$ cat config.mk
export PLATFORM = sky130hd
export DESIGN_NAME = diff_key_layer
export DESIGN_NICKNAME = d
export VERILOG_FILES = /design/src/rtl/diff_layer_pkg.sv /design/src/rtl/wire_perm.sv /design/src/rtl/nibble_mix.sv /design/src/rtl/layer_datapath.sv /design/src/rtl/layer_control.sv /design/src/rtl/diff_key_layer.sv
export SDC_FILE = /design/constraint.sdc
export NUM_CORES = 1
export LEC_CHECK = 0
export ABC_AREA = 1
export ABC_CLOCK_PERIOD_IN_PS = 1050
export BUFFER_PORTS_ARGS = -buffer_cell sky130_fd_sc_hd__buf_4
export CORE_ASPECT_RATIO = 1.2
export CORE_MARGIN = 4
export CORE_UTILIZATION = 50
export CTS_CLUSTER_DIAMETER = 50
export CTS_CLUSTER_SIZE = 25
export DETAILED_ROUTE_END_ITERATION = 7
export PLACE_DENSITY_LB_ADDON = 0.25
export SLEW_MARGIN = 20
export SYNTH_ARGS = -nofsm -noshare
export SYNTH_HDL_FRONTEND = slang
export SYNTH_HIERARCHICAL = 1
export SYNTH_SLANG_ARGS = --single-unit
$ cat constraint.sdc
create_clock -name clk -period 1.05 [get_ports clk]
set_input_delay 0.105 -clock clk [delete_from_list [all_inputs] [get_ports clk]]
set_output_delay 0.105 -clock clk [all_outputs]
set_load 0.05 [all_outputs]
$ cat src/rtl/diff_layer_pkg.sv
`timescale 1ns/1ps
package diffLayerPkg;
  localparam int NIB_W       = 4;
  localparam int DEF_SIDE    = 8;
  localparam int DEF_STATE_W = DEF_SIDE * DEF_SIDE;
  localparam int DEF_NIBBLES = DEF_STATE_W / NIB_W;
  localparam int DEF_IDX_W   = $clog2(DEF_STATE_W);

  // control-to-datapath strobes
  typedef struct packed {
    logic load;
  } ctrlStrobe_t;

  // 8x8 transpose: output bit 8r+c takes input bit 8c+r
  function automatic logic [DEF_STATE_W*DEF_IDX_W-1:0] defaultWirePerm();
    logic [DEF_STATE_W*DEF_IDX_W-1:0] t;
    t = '0;
    for (int i = 0; i < DEF_STATE_W; i++)
      t[i*DEF_IDX_W +: DEF_IDX_W] = DEF_IDX_W'((i % DEF_SIDE) * DEF_SIDE + i / DEF_SIDE);
    return t;
  endfunction

  // pair swap inside a nibble: entries {1,0,3,2}
  localparam logic [7:0] DEF_NIB_PERM = 8'hB1;
endpackage

$ cat src/rtl/wire_perm.sv
`timescale 1ns/1ps
module wirePerm #(
  parameter int W = 4,
  parameter int IDX_W = 2,
  parameter logic [W*IDX_W-1:0] TABLE = 8'hE4
) (
  input  logic [W-1:0] permIn,
  output logic [W-1:0] permOut
);
  function automatic bit tableOk();
    for (int i = 0; i < W; i++) begin
      int idx;
      idx = int'(TABLE[i*IDX_W +: IDX_W]);
      if (idx >= W) return 1'b0;
      if (int'(TABLE[idx*IDX_W +: IDX_W]) != i) return 1'b0;
    end
    return 1'b1;
  endfunction

  initial begin
    p_table_involution_r9: assert (tableOk())
      else $error("permutation table is not a self-inverse permutation");
  end

  for (genvar i = 0; i < W; i++) begin : g_bit
    assign permOut[i] = permIn[TABLE[i*IDX_W +: IDX_W]];
  end
endmodule

$ cat src/rtl/nibble_mix.sv
`timescale 1ns/1ps
module nibbleMix
  import diffLayerPkg::*;
#(
  parameter logic [7:0] NIB_PERM = DEF_NIB_PERM
) (
  input  logic [NIB_W-1:0] mixIn,
  input  logic [NIB_W-1:0] keyIn,
  output logic [NIB_W-1:0] mixOut
);
  logic [NIB_W-1:0] diffOut;
  logic [NIB_W-1:0] keyed;

  // each bit is the parity of the other three bits
  always_comb begin
    for (int r = 0; r < NIB_W; r++)
      diffOut[r] = ^(mixIn & ~(NIB_W'(1) << r));
  end

  assign keyed = diffOut ^ keyIn;

  wirePerm #(.W(NIB_W), .IDX_W(2), .TABLE(NIB_PERM)) u_nibPerm (
    .permIn (keyed),
    .permOut(mixOut)
  );
endmodule

$ cat src/rtl/layer_datapath.sv
`timescale 1ns/1ps
module layerDatapath
  import diffLayerPkg::*;
#(
  parameter int NIBBLES = DEF_NIBBLES,
  parameter int PIPE = 1,
  parameter logic [NIBBLES*NIB_W*$clog2(NIBBLES*NIB_W)-1:0] WIRE_PERM = defaultWirePerm(),
  parameter logic [7:0] NIB_PERM = DEF_NIB_PERM
) (
  input  logic                       clk,
  input  logic                       rstN,
  input  ctrlStrobe_t                strobe,
  input  logic [NIBBLES*NIB_W-1:0]   stateIn,
  input  logic [NIBBLES*NIB_W-1:0]   keyIn,
  output logic [NIBBLES*NIB_W-1:0]   result
);
  localparam int STATE_W = NIBBLES * NIB_W;
  localparam int IDX_W = $clog2(STATE_W);

  logic [STATE_W-1:0] frontOut;
  logic [STATE_W-1:0] midOut;
  logic [STATE_W-1:0] layerOut;

  wirePerm #(.W(STATE_W), .IDX_W(IDX_W), .TABLE(WIRE_PERM)) u_front (
    .permIn (stateIn),
    .permOut(frontOut)
  );

  for (genvar n = 0; n < NIBBLES; n++) begin : g_nib
    nibbleMix #(.NIB_PERM(NIB_PERM)) u_mix (
      .mixIn (frontOut[n*NIB_W +: NIB_W]),
      .keyIn (keyIn[n*NIB_W +: NIB_W]),
      .mixOut(midOut[n*NIB_W +: NIB_W])
    );
  end

  wirePerm #(.W(STATE_W), .IDX_W(IDX_W), .TABLE(WIRE_PERM)) u_back (
    .permIn (midOut),
    .permOut(layerOut)
  );

  // zero in, zero out: linearity of the whole path
  p_zero_map_r5: assert property (@(posedge clk) disable iff (!rstN)
    (stateIn == '0 && keyIn == '0) |-> layerOut == '0);

  // a single state bit spreads to exactly three output bits
  p_single_bit_weight_r10: assert property (@(posedge clk) disable iff (!rstN)
    (keyIn == '0 && $countones(stateIn) == 1) |-> $countones(layerOut) == 3);

  if (PIPE != 0) begin : g_reg
    logic [STATE_W-1:0] resultQ;
    always_ff @(posedge clk or negedge rstN) begin
      if (!rstN) resultQ <= '0;
      else if (strobe.load) resultQ <= layerOut;
    end
    assign result = resultQ;

    p_capture_r6: assert property (@(posedge clk) disable iff (!rstN)
      ($past(rstN) && $past(strobe.load)) |-> result == $past(layerOut));
    p_hold_r6: assert property (@(posedge clk) disable iff (!rstN)
      ($past(rstN) && !$past(strobe.load)) |-> $stable(result));
  end else begin : g_comb
    assign result = layerOut;
  end
endmodule

$ cat src/rtl/layer_control.sv
`timescale 1ns/1ps
module layerControl
  import diffLayerPkg::*;
#(
  parameter int PIPE = 1
) (
  input  logic        clk,
  input  logic        rstN,
  input  logic        inValid,
  output ctrlStrobe_t strobe,
  output logic        outValid
);
  assign strobe.load = inValid;

  if (PIPE != 0) begin : g_reg
    logic validQ;
    always_ff @(posedge clk or negedge rstN) begin
      if (!rstN) validQ <= 1'b0;
      else validQ <= inValid;
    end
    assign outValid = validQ;

    p_valid_follow_r6: assert property (@(posedge clk) disable iff (!rstN)
      $past(rstN) |-> outValid == $past(inValid));
    p_reset_idle_r7: assert property (@(posedge clk) disable iff (!rstN)
      !$past(rstN) |-> !outValid);
  end else begin : g_comb
    assign outValid = inValid;
  end
endmodule

$ cat src/rtl/diff_key_layer.sv
`timescale 1ns/1ps
module diff_key_layer
  import diffLayerPkg::*;
#(
  parameter int NIBBLES = DEF_NIBBLES,
  parameter int PIPE = 1,
  parameter logic [NIBBLES*NIB_W*$clog2(NIBBLES*NIB_W)-1:0] WIRE_PERM = defaultWirePerm(),
  parameter logic [7:0] NIB_PERM = DEF_NIB_PERM
) (
  input  logic                     clk,
  input  logic                     rstN,
  input  logic                     inValid,
  input  logic [NIBBLES*NIB_W-1:0] stateIn,
  input  logic [NIBBLES*NIB_W-1:0] roundKey,
  output logic                     outValid,
  output logic [NIBBLES*NIB_W-1:0] result
);
  ctrlStrobe_t strobe;

  layerControl #(.PIPE(PIPE)) u_ctrl (
    .clk     (clk),
    .rstN    (rstN),
    .inValid (inValid),
    .strobe  (strobe),
    .outValid(outValid)
  );

  layerDatapath #(
    .NIBBLES  (NIBBLES),
    .PIPE     (PIPE),
    .WIRE_PERM(WIRE_PERM),
    .NIB_PERM (NIB_PERM)
  ) u_dp (
    .clk    (clk),
    .rstN   (rstN),
    .strobe (strobe),
    .stateIn(stateIn),
    .keyIn  (roundKey),
    .result (result)
  );
endmodule

==> results.toml <==
[synthesis]
syn-mean-instance-area_um2 = 5.36
synthTopCellsByArea = "nand2_1, dfrtp_1, buf_4, inv_2, inv_1"
yosys.cell_types.count = 7
yosysTopAreaCell = "nand2_1"
synth_top_area_share_pct = 49.5
syn_nets = 1491
ys_warn_count = 6
synth-seq-cells = 65
syn_inst = 1360
syn-cell-area_um2 = 7280
ys_seq_area_share_pct = 22.3

[sta]
worst_slew_pin_slew_ps = 352
setup_viol = 0
setup_tns_ps = 0
final.min_clock_period_ps = 1020
period_share_pct = 96.9
fmaxAchievable_mhz = 983
fin_skew_ps = 0
timing_hold_violations_final = 0
holdWs_ps = 155
rsz0062_at_grt = "no"
max_slew_margin_pct = 76.5
slew_violations = 0

[route]
drcViolationCount = 0
drt_first_pass_iters = 5
vias_per_cell = 4.43
drt-initial-drc-count = 372
wire_per_inst_um = 10.2
routed_wl_um = 15700
ant_nets = 0
vias = 6844

[placed_design]
port-buffer-count = 195
dpl.cell_count = 1530
hpwl_um = 12800
gp_congestion = 0.821

[setup_path]
worst_path_max_delay_cell = "dfrtp_1"
cp_num_buf_inv = 1
cp.required_ps = 940
slowest_delay_ps = 400
r2r_start = "u_dp/result[47]"
crit_type = "reg2out"
crit_family = "flip-flops"
worstSetupStartpointType = "register"
crit_chain = "buf_4"
cp.arrival_ps = 910
worstSetupEndpointType = "primary output"
worst-path-max-fanout = 2
crit_path_start = "u_dp/result[23]"

[global_route]
grt_use_met2_pct = 32.9
grt_use_total_pct = 18.5
antenna_found_initial = 0
grt_pass1_vias = 6055
grt_overflow_total = 0
met1_usage_pct = 21.8
busiest_layer = "met2"
grt_util_met3_pct = 5.17
grt_max_degree = 66
grt_pass1_wl_um = 26000

[floorplan]
die_y_um = 140
die_w_um = 118
core_region_area_um2 = 14400
io_pins = 196
rows = 48
start_util_pct = 50.7
die-area_um2 = 16600

[clocking]
root_buffer = "clkbuf_16"
cts_tree = "built"
cts_setup_buffers = 0
numCtsBuffers = 9
clock_path_buffers = 2
insertion_delay_ps = 310
path_clk_slew_ps = 50
htreeDepth = 3
numClockSinks = 65

[pwr]
total_power_mw = 9.77
p_per_area_nw_per_um2 = 1250
leakage_nw = 5.36
ir_worst_vdd_mv = 0.665

[cells_and_area]
final_common_cell = "nand2_1"
n_antenna_cell = 0
final_net_count = 1498
area_delta_synth_final_pct = 6.96
nFillCells = 1516
final_cell_mix = "nand2_1, buf_4, dfrtp_1, inv_2, inv_1"
drive_gt1_share_pct = 20.4
layoutNonFillerInstCount = 1545

[outcome]
outcome = "complete, no violations"

[hold_path]
min_from = "inValid"
worstHoldPathType = "in2reg"

[run]
cap_violations = 0
==> registers in the layout, indices dropped and copies added (netlist names) <==
name	count
u_ctrl/outValid	1
u_dp/result	64
==> path summary, 6_finish.rpt <==
check | endpoint | slack (ps) | cells after the start
min in group asynchronous | u_dp/result[54] | 330 | 3
max reg2reg | u_dp/result[47] | 410 | 2
min reg2reg | u_dp/result[56] | 470 | 2
max | result[23] | 30 | 1
min | u_ctrl/outValid | 160 | 2
max in group asynchronous | u_dp/result[39] | 440 | 3
==> cells by family (layout without fill, tap and decap cells) <==
kind of cell | after synthesis | count (layout) | synth area share [%]
buf+inv | 335 | 345 | 28.2
simple gates | 960 | 960 | 49.5
flops | 65 | 65 | 22.3
==> worst reg2reg max path: cells and delay by family (launching register included) <==
| family | cells | cell delay [ps] |
|---|---|---|
| DFF | 1 | 420 |
| and+or+nand+nor | 2 | 120 |
==> synth_stat cells, drive strengths merged <==
library cell  instances
buf                 200
clkbuf                6
dfrtp                65
inv                 129
nand2               960
==> where the power goes <==
group          internal, mW  switching (mW)  leakage [nW]  total [mW]
Sequential             2.82           0.205         0.824        3.02
Clock                  1.87            1.02         0.137        2.89
Combinational          1.31            2.55          4.40        3.86
==> repair_timing <==
action,in CTS,in global routing
hold buffers,1,0
setup endpoints to repair,1,3
resized for setup,1,3
hold endpoints to repair,65,0
==> cell type report <==
| type | instances | area (um2) | share of cell area (%) |
|---|---|---|---|
| well taps | 175 | 219 | 2.81 |
| clock inverters | 3 | 42.5 | 0.546 |
| clock buffers | 11 | 243 | 3.12 |
| multi-input cells | 960 | 3600 | 46.3 |
| inverters | 129 | 484 | 6.22 |
| repair buffers | 202 | 1570 | 20.2 |
| flip-flops and latches | 65 | 1630 | 20.9 |
==> metrics by stage <==
step,cell area (um2),util (%),setup slack (ps)
2_1_floorplan,7280,-,170
3_3_place_gp,7480,52.1,268
3_5_place_dp,7480,52.1,255
4_1_cts,7780,54.2,3.49
5_1_grt,7790,54.3,2.45
6_report,7790,54.3,32.8
==> metal layers <==
layer  wire length, um  part of all wire [%]  vias up
li1                  -                     -     3793
met1              6760                    43     2851
met2              7480                    48      182
met3              1180                   7.5       18
met4               285                   1.8        0
met5                 0                     0        -
No activity file was read; power rests on OpenSTA's default activity.
